`config.mk`:
```
export PLATFORM = sky130hd
export DESIGN_NAME = pmic_chan_fsm
export DESIGN_NICKNAME = d
export VERILOG_FILES = /design/src/rtl/pmic_chan_pkg.sv /design/src/rtl/pmic_cmd_hold.sv /design/src/rtl/pmic_chan_ctrl.sv /design/src/rtl/pmic_rdata_hold.sv /design/src/rtl/pmic_status_pack.sv /design/src/rtl/pmic_chan_fsm.sv
export SDC_FILE = /design/constraint.sdc
export NUM_CORES = 1
export LEC_CHECK = 0
export ABC_AREA = 1
export BUFFER_PORTS_ARGS = -buffer_cell sky130_fd_sc_hd__buf_2
export CAP_MARGIN = 15
export CORE_MARGIN = 4
export CORE_UTILIZATION = 40
export CTS_CLUSTER_DIAMETER = 60
export DETAILED_ROUTE_END_ITERATION = 12
export PLACE_DENSITY_LB_ADDON = 0.1
export SETUP_SLACK_MARGIN = 0.4
export SLEW_MARGIN = 10
export SYNTH_ARGS = -nofsm -noshare
export SYNTH_HDL_FRONTEND = slang
export SYNTH_SLANG_ARGS = --single-unit
export TNS_END_PERCENT = 1
```
`constraint.sdc`:
```
create_clock -name clk -period 1.2 [get_ports clk]
set_input_delay 0.24 -clock clk [delete_from_list [all_inputs] [get_ports clk]]
set_output_delay 0.24 -clock clk [all_outputs]
set_load 0.05 [all_outputs]
```
`src/rtl/pmic_chan_pkg.sv`:
```
package pmic_chan_pkg;
  localparam int PKG_REG_W  = 32;
  localparam int PKG_DATA_W = 16;
  localparam int STATE_W    = 3;

  typedef enum logic [STATE_W-1:0] {
    CH_IDLE      = 3'd0,
    CH_REQ       = 3'd2,
    CH_WAIT_DATA = 3'd4,
    CH_WAIT_CLR  = 3'd6
  } ch_state_e;
endpackage

```
`src/rtl/pmic_cmd_hold.sv`:
```
module pmic_cmd_hold #(
  parameter int REG_W  = pmic_chan_pkg::PKG_REG_W,
  parameter int DATA_W = pmic_chan_pkg::PKG_DATA_W,
  localparam int ADDR_W = REG_W - 1 - DATA_W
) (
  input  logic              clk,
  input  logic              rst_n,
  input  logic              load_i,
  input  logic [REG_W-1:0]  cmd_i,
  output logic              write_o,
  output logic [ADDR_W-1:0] addr_o,
  output logic [DATA_W-1:0] wdata_o
);
  function automatic logic cmd_is_write(input logic [REG_W-1:0] c);
    return c[REG_W-1];
  endfunction

  function automatic logic [ADDR_W-1:0] cmd_addr(input logic [REG_W-1:0] c);
    return c[REG_W-2:DATA_W];
  endfunction

  always_ff @(posedge clk or negedge rst_n) begin
    if (!rst_n) begin
      write_o <= 1'b0;
      addr_o  <= '0;
      wdata_o <= '0;
    end else if (load_i) begin
      write_o <= cmd_is_write(cmd_i);
      addr_o  <= cmd_addr(cmd_i);
      wdata_o <= cmd_i[DATA_W-1:0];
    end
  end
endmodule

```
`src/rtl/pmic_chan_ctrl.sv`:
```
module pmic_chan_ctrl
  import pmic_chan_pkg::*;
(
  input  logic               clk,
  input  logic               rst_n,
  input  logic               cmd_we_i,
  input  logic               clr_we_i,
  input  logic               clr_bit_i,
  input  logic               ack_i,
  input  logic               write_i,
  output logic [STATE_W-1:0] state_o,
  output logic               accept_o,
  output logic               capture_o,
  output logic               clr_hit_o
);
  ch_state_e state_q, state_d;

  assign accept_o  = (state_q == CH_IDLE) && cmd_we_i;
  assign capture_o = (state_q == CH_REQ) && ack_i && !write_i;
  assign clr_hit_o = (state_q == CH_WAIT_CLR) && clr_we_i && clr_bit_i;

  always_comb begin
    state_d = state_q;
    case (state_q)
      CH_IDLE:      if (accept_o) state_d = CH_REQ;
      CH_REQ:       if (ack_i) state_d = write_i ? CH_IDLE : CH_WAIT_DATA;
      CH_WAIT_DATA: state_d = CH_WAIT_CLR;
      CH_WAIT_CLR:  if (clr_hit_o) state_d = CH_IDLE;
      default:      state_d = CH_IDLE;
    endcase
  end

  always_ff @(posedge clk or negedge rst_n) begin
    if (!rst_n) state_q <= CH_IDLE;
    else        state_q <= state_d;
  end

  assign state_o = state_q;
endmodule

```
`src/rtl/pmic_rdata_hold.sv`:
```
module pmic_rdata_hold #(
  parameter int DATA_W = pmic_chan_pkg::PKG_DATA_W
) (
  input  logic              clk,
  input  logic              rst_n,
  input  logic              capture_i,
  input  logic [DATA_W-1:0] rdata_i,
  output logic [DATA_W-1:0] rdata_o
);
  always_ff @(posedge clk or negedge rst_n) begin
    if (!rst_n)         rdata_o <= '0;
    else if (capture_i) rdata_o <= rdata_i;
  end
endmodule

```
`src/rtl/pmic_status_pack.sv`:
```
module pmic_status_pack
  import pmic_chan_pkg::*;
#(
  parameter int REG_W  = PKG_REG_W,
  parameter int DATA_W = PKG_DATA_W
) (
  input  logic [STATE_W-1:0] state_i,
  input  logic [DATA_W-1:0]  rdata_i,
  input  logic               link_idle_i,
  input  logic               init_done_i,
  output logic               pending_o,
  output logic [REG_W-1:0]   status_o
);
  localparam int PEND_B = DATA_W + STATE_W;
  localparam int SYNC_B = PEND_B + 1;
  localparam int INIT_B = PEND_B + 2;
  localparam int SYS_B  = PEND_B + 3;

  function automatic logic [REG_W-1:0] pack(
    input logic [STATE_W-1:0] st, input logic [DATA_W-1:0] rd,
    input logic pend, input logic link, input logic init);
    logic [REG_W-1:0] w;
    w = '0;
    w[DATA_W-1:0]        = rd;
    w[PEND_B-1:DATA_W]   = st;
    w[PEND_B]            = pend;
    w[SYNC_B]            = link;
    w[INIT_B]            = init;
    w[SYS_B]             = (st == CH_IDLE) && link;
    return w;
  endfunction

  assign pending_o = (state_i == CH_REQ);
  assign status_o  = pack(state_i, rdata_i, pending_o, link_idle_i, init_done_i);
endmodule

```
`src/rtl/pmic_chan_fsm.sv`:
```
module pmic_chan_fsm
  import pmic_chan_pkg::*;
#(
  parameter int REG_W  = PKG_REG_W,
  parameter int DATA_W = PKG_DATA_W,
  localparam int ADDR_W = REG_W - 1 - DATA_W
) (
  input  logic              clk,
  input  logic              rst_n,
  input  logic              reg_we,
  input  logic              reg_sel,
  input  logic [REG_W-1:0]  reg_wdata,
  output logic [REG_W-1:0]  status_o,
  input  logic              init_done_i,
  input  logic              link_idle_i,
  output logic              be_valid_o,
  output logic              be_write_o,
  output logic [ADDR_W-1:0] be_addr_o,
  output logic [DATA_W-1:0] be_wdata_o,
  input  logic              be_ack_i,
  input  logic [DATA_W-1:0] be_rdata_i
);
  logic               cmd_we, clr_we;
  logic               cmd_accept, rd_capture, clr_hit, pending;
  logic [STATE_W-1:0] state;
  logic [DATA_W-1:0]  rdata_q;

  assign cmd_we = reg_we && !reg_sel;
  assign clr_we = reg_we && reg_sel;

  pmic_chan_ctrl u_ctrl (
    .clk(clk), .rst_n(rst_n), .cmd_we_i(cmd_we), .clr_we_i(clr_we),
    .clr_bit_i(reg_wdata[0]), .ack_i(be_ack_i), .write_i(be_write_o),
    .state_o(state), .accept_o(cmd_accept), .capture_o(rd_capture),
    .clr_hit_o(clr_hit)
  );

  pmic_cmd_hold #(.REG_W(REG_W), .DATA_W(DATA_W)) u_cmd (
    .clk(clk), .rst_n(rst_n), .load_i(cmd_accept), .cmd_i(reg_wdata),
    .write_o(be_write_o), .addr_o(be_addr_o), .wdata_o(be_wdata_o)
  );

  pmic_rdata_hold #(.DATA_W(DATA_W)) u_rd (
    .clk(clk), .rst_n(rst_n), .capture_i(rd_capture),
    .rdata_i(be_rdata_i), .rdata_o(rdata_q)
  );

  pmic_status_pack #(.REG_W(REG_W), .DATA_W(DATA_W)) u_stat (
    .state_i(state), .rdata_i(rdata_q), .link_idle_i(link_idle_i),
    .init_done_i(init_done_i), .pending_o(pending), .status_o(status_o)
  );

  assign be_valid_o = pending;
endmodule

```
# ---- After elaboration in Yosys (flattened, before gate mapping)
# Cells that the tools add are included.
dict set report word_totals {
  register_bits 51
  inputBits 55
  out_inout_bits 65
}
dict set report classes {
  n_eq_ne 6
  mux 5
  reduce_logical 12
}
# operator n
set ops {}
lappend ops {{$mux W3} 4}
lappend ops {{$pmux W3 S4} 1}
lappend ops {{$logic_and A1 B1 Y1} 8}
lappend ops {{$eq A3 B3 Y1 const B} 2}
lappend ops {{$ne A2 B2 Y1 const B} 2}
lappend ops {{$eq A3 B2 Y1 const B} 1}
lappend ops {{$logic_not A3 Y1} 1}
lappend ops {{$reduce_and A3 Y1} 1}
lappend ops {{$logic_not A1 Y1} 2}
lappend ops {{$ne A2 B1 Y1 const B} 1}

# ---- Depth between registers and ports, before layout
dict set report depth {
  ltp_word 5
  ltp_mapped 7
}

# ---- Cells and area by module
# Synthesis repeated with hierarchy kept, for this count alone.
dict set report unflattened {
  cells_unflattened 272
  area_unflattened_um2 2371.0
}
# module instances cells_each area_each_um2 seq_area_each_um2
set modules_own_cells {}
lappend modules_own_cells {pmic_cmd_hold 1 136 1292.5 800.8}
lappend modules_own_cells {pmic_rdata_hold 1 68 644.4 400.4}
lappend modules_own_cells {pmic_status_pack 1 39 262.8 0.0}
lappend modules_own_cells {pmic_chan_ctrl 1 25 153.9 50.0}
lappend modules_own_cells {pmic_chan_fsm 1 4 17.5 0.0}

# ---- Worst setup path before layout
# OpenSTA, ideal clock, no wires.
dict set report synth_path {
  path_kind {flip-flop to output port}
  from {register u_ctrl.state_q[1] (netlist: u_ctrl.state_o[1])}
  to {output status_o[22]}
  t_arrival_ns 1.818
  required_ns 0.960
  slack_ns -0.858
  stages_incl_launch_ff 5
  path_buffers 1
  cell_sequence {dfrtp_1 > nor2_2 > buf_2 > inv_1 > nor2_1}
}
dict set report synth_between {
  elab_chain_len 2
}
# element line_no
set synth_lines {}
lappend synth_lines {{start: declaration} pmic_chan_ctrl.sv:16} ;# ch_state_e state_q, state_d;
lappend synth_lines {{start signal: assignment} pmic_chan_ctrl.sv:35} ;# else state_q <= state_d;
lappend synth_lines {{$logic_not A3 Y1} pmic_status_pack.sv:29} ;# w[SYS_B] = (st == CH_IDLE) && link;
lappend synth_lines {{$logic_and A1 B1 Y1} pmic_status_pack.sv:29}
lappend synth_lines {{end: declaration} pmic_chan_fsm.sv:13} ;# output logic [REG_W-1:0] status_o,
# Every way passes these cells.

# ---- Worst setup path after layout
# Same ends and word-level chain as after synthesis.

==> results by group <==
Routing
  • 1st-iter DRT viols: between 60 and 70
  • # DRC: 0
  • Via Count: ~1,900
  • WL per Instance: about 12 µm
  • Final ANT Viol Nets: 0
  • Final WL: around 5.3 mm
  • Drt pass-1 iters: 4
  • Vias per cell: 4.38

Placed design
  • Area after DPL: 2890 µm²
  • Placed cell count: around 420
  • DP Wirelength: between 3 and 4 mm
  • Place WS: -3.74 ps
  • Number of buffers added on ports: 107
  • Final RePlAce weighted congestion: between 0.6 and 0.7

Global routing
  • M1 GR Usage: 20.4%
  • Initial antenna violation count: 0
  • Largest net degree at the start of global routing: slightly above 50
  • M3 GR Usage: under 10%
  • Most used routing layer: met2
  • Global-route wire length before repair: around 8.4 mm
  • Met2 Use GR: 26.5%
  • Total grt overflow: 0
  • Vias in the first global route: about 1,800
  • Gr usage total: ~16%

Yosys
  • Register area share after synthesis: between 50 and 60%
  • Synthesized area: roughly 2200 µm²
  • Yosys top cell by area: dfrtp_1
  • Cells after Synth: 247
  • Netlist cell types: 19
  • Synth area leaders: dfrtp_1 (57%), nand2_1 (14%), nand3_1 (7.7%)
  • Yosys reg bits: 50
  • Synthesis Warnings: 0
  • Synth top area share: between 50% and 60%
  • Avg Cell Area, Syn: roughly 9 µm²

STA
  • Setup ws final: -195 ps
  • Tmin final: about 1400 ps
  • Fmax: between 700 and 800 MHz
  • Final Hold Fails: 0
  • Worst Skew: 4.66 ps
  • Fin. max-slew vios: 0
  • Unrepaired setup endpoints after global routing: true
  • Fin Hold WS: 161 ps
  • Final setup fails: between 50 and 60
  • Setup_tns: -5500 ps
  • Period utilization: 116%

Final layout
  • Filler Cell Count: 485
  • Antenna diodes: 0
  • Final core occ: about 61%
  • Fin area: roughly 3200 µm²
  • P&R area growth vs syn: 45.2%
  • Fraction of layout cells with a size suffix above 1: approximately 45%
  • Non-filler instance count after layout: approximately 440
  • Nets@finish: 421

CTS
  • Clock Latency Late Sink: 300 ps
  • CTS sink count: 50
  • Root Driver: clkbuf_8
  • Total CTS buffers: 5
  • Clock buffer depth: 2
  • CTS tree: done
  • Clk pin slew, worst setup/hold paths: roughly 90 ps
  • Max H-tree Level: 2

Power and ir drop
  • Pleak: approximately 1.8 nW
  • Int Pwr: just under 5 mW
  • Sequential Power Share: between 20% and 30%
  • Switching Fraction: 52.2%
  • Peak supply drop: between 1.5 and 2 mV
  • Power Total: ~10 mW
  • Clk pwr share: between 10 and 15%
  • Logic gate share of total power: 61.2%
  • Sw Pwr: around 5.4 mW
  • Pwr/cell area: ~3200 nW/µm²

Hold path
  • Tightest Hold Check Type: in2reg
  • Worst Hold Depth: 3

Die
  • Die area: between 6000 and 7000 µm²
  • Num rows: 26
  • Initial Util: 42.2%
  • Die height: 82.3 µm
  • Core area: between 5000 and 6000 µm²
  • Die Wd: roughly 82 µm
  • # IOs: 120

Critical path
  • Worst Path Max Fanout: 2
  • CP endpoint kind: primary output
  • Critical Setup Path Class: reg2out
  • CP most frequent cell: nor2_4
  • Worst Reg-to-Reg Cells: 7
  • CP cell instances: nor2_4 > inv_2 > nor2_4 > buf_6
  • Crit path max-delay family: flip-flops
  • Critical Path RT: 960 ps
  • WP depth: 4
  • CP max stage cell: dfrtp_2
  • Slowest Stage Delay on Critical Path: ~430 ps
  • Worst EP arrival: roughly 1200 ps
  • Buf+Inv Stages, Crit Path: 2
  • CP startpoint kind: register

Status
  • Violated checks: negative setup slack
  • Status: finished with violations

Job
  • Max-cap violations: 0
-- routing by layer --
metal	share of wire (%)	wire, µm
met5	0	0
met4	1.1	61
met3	9.0	480
met2	47	2500
met1	43	2300
-- power by group through the flow --
| stage | Sequential, mW | Clock (mW) | Combinational [mW] |
|---|---|---|---|
| after floorplan | 5.64 | 0 | 1.62 |
| after global placement | 2.89 | 0 | 5.73 |
| after detailed placement | 2.88 | 0 | 5.79 |
| after CTS | 2.87 | 1.21 | 6.06 |
| after global routing | 2.98 | 1.25 | 6.78 |
| final | 2.88 | 1.16 | 6.36 |
-- synthesized netlist by cell type --
cell type and n:
nand2_2 1, buf_2 7, conb_1 1, o21ai_2 16, nand2_1 85, nor2_2 1, buf_4 13, a21oi_1 1
nor2_4 1, inv_1 26, o21ai_0 1, nand3_2 1, buf_6 2, inv_2 1, clkbuf_1 3, dfrtp_1 50
a31oi_1 1, nand3_1 34, nor2_1 2
-- kinds of logic after synthesis --
| family | share of synthesized area [%] |
|---|---|
| and+or+nand+nor | 24.0 |
| buffers and inverters | 12.1 |
| DFF | 56.6 |
| other | 0.170 |
| AOI/OAI and AO/OA | 7.08 |
-- placed cells by master (no fill, tap or decap) --
master,instances
clkbuf_8,5
nor2_1,1
nand2_4,1
conb_1,10
a31oi_1,1
a21oi_2,1
inv_4,1
inv_2,1
nor2_4,3
dlygate4sd3_1,1
buf_6,11
nand3_1,34
o21ai_2,16
bufinv_16,1
o21ai_1,1
buf_12,3
inv_1,25
buf_2,69
nand2_2,4
dfrtp_2,2
nand2_1,81
clkbuf_4,28
nand3_4,1
buf_4,13
dfrtp_1,48
buf_8,3
clkinv_2,2
-- state kept, by name, summed over array words and instances (netlist names) --
name,cells
u_cmd.addr_o,15
u_cmd.write_o,1
u_cmd.wdata_o,16
u_ctrl.state_o,2
u_rd.rdata_o,16
-- area by class of cell --
class / count / area [µm²] / share of cell area, %
multi-input cells: 154 / 763 / 23.8
clock inverters: 3 / 40.0 / 1.25
inverters: 27 / 104 / 3.24
well taps: 70 / 87.6 / 2.73
repair buffers: 128 / 892 / 27.8
clock buffers: 5 / 68.8 / 2.14
flip-flops and latches: 50 / 1250 / 39.1
-- path summary, 6_finish.rpt --
path / endpoint / slack (ps) / start
worst max-delay path: status_o[22] / -200 / u_ctrl.state_o[1]$_DFFE_PN0P_
worst min-delay path: u_cmd.addr_o[3]$_DFFE_PN0P_ / 160 / reg_wdata[19]
worst max register to register: u_rd.rdata_o[10]$_DFFE_PN0P_ / -120 / u_ctrl.state_o[2]$_DFFE_PN0P_
worst min register to register: u_cmd.addr_o[3]$_DFFE_PN0P_ / 470 / u_cmd.addr_o[3]$_DFFE_PN0P_
max in group asynchronous: u_cmd.addr_o[12]$_DFFE_PN0P_ / 520 / rst_n
min in group asynchronous: u_rd.rdata_o[4]$_DFFE_PN0P_ / 440 / rst_n
-- worst reg2reg max path, cell delays in order, from the launching register on --
cell and delay, ps:
dfrtp_2 440, buf_6 130, nor2_4 120, buf_4 140, nand3_4 90, buf_12 170
nand2_1 80, o21ai_2 50
-- timing repair --
item | 4_1_cts | 5_1_grt
hold buffers | 1 | 0
setup endpoints to repair | 104 | 103
hold endpoints to repair | 50 | 0
buffers inserted | 2 | 2
resized for setup | 24 | 36
cloned | 0 | 0
pin swaps | 4 | 2
Note: power is estimated with default switching activity, not from simulation.
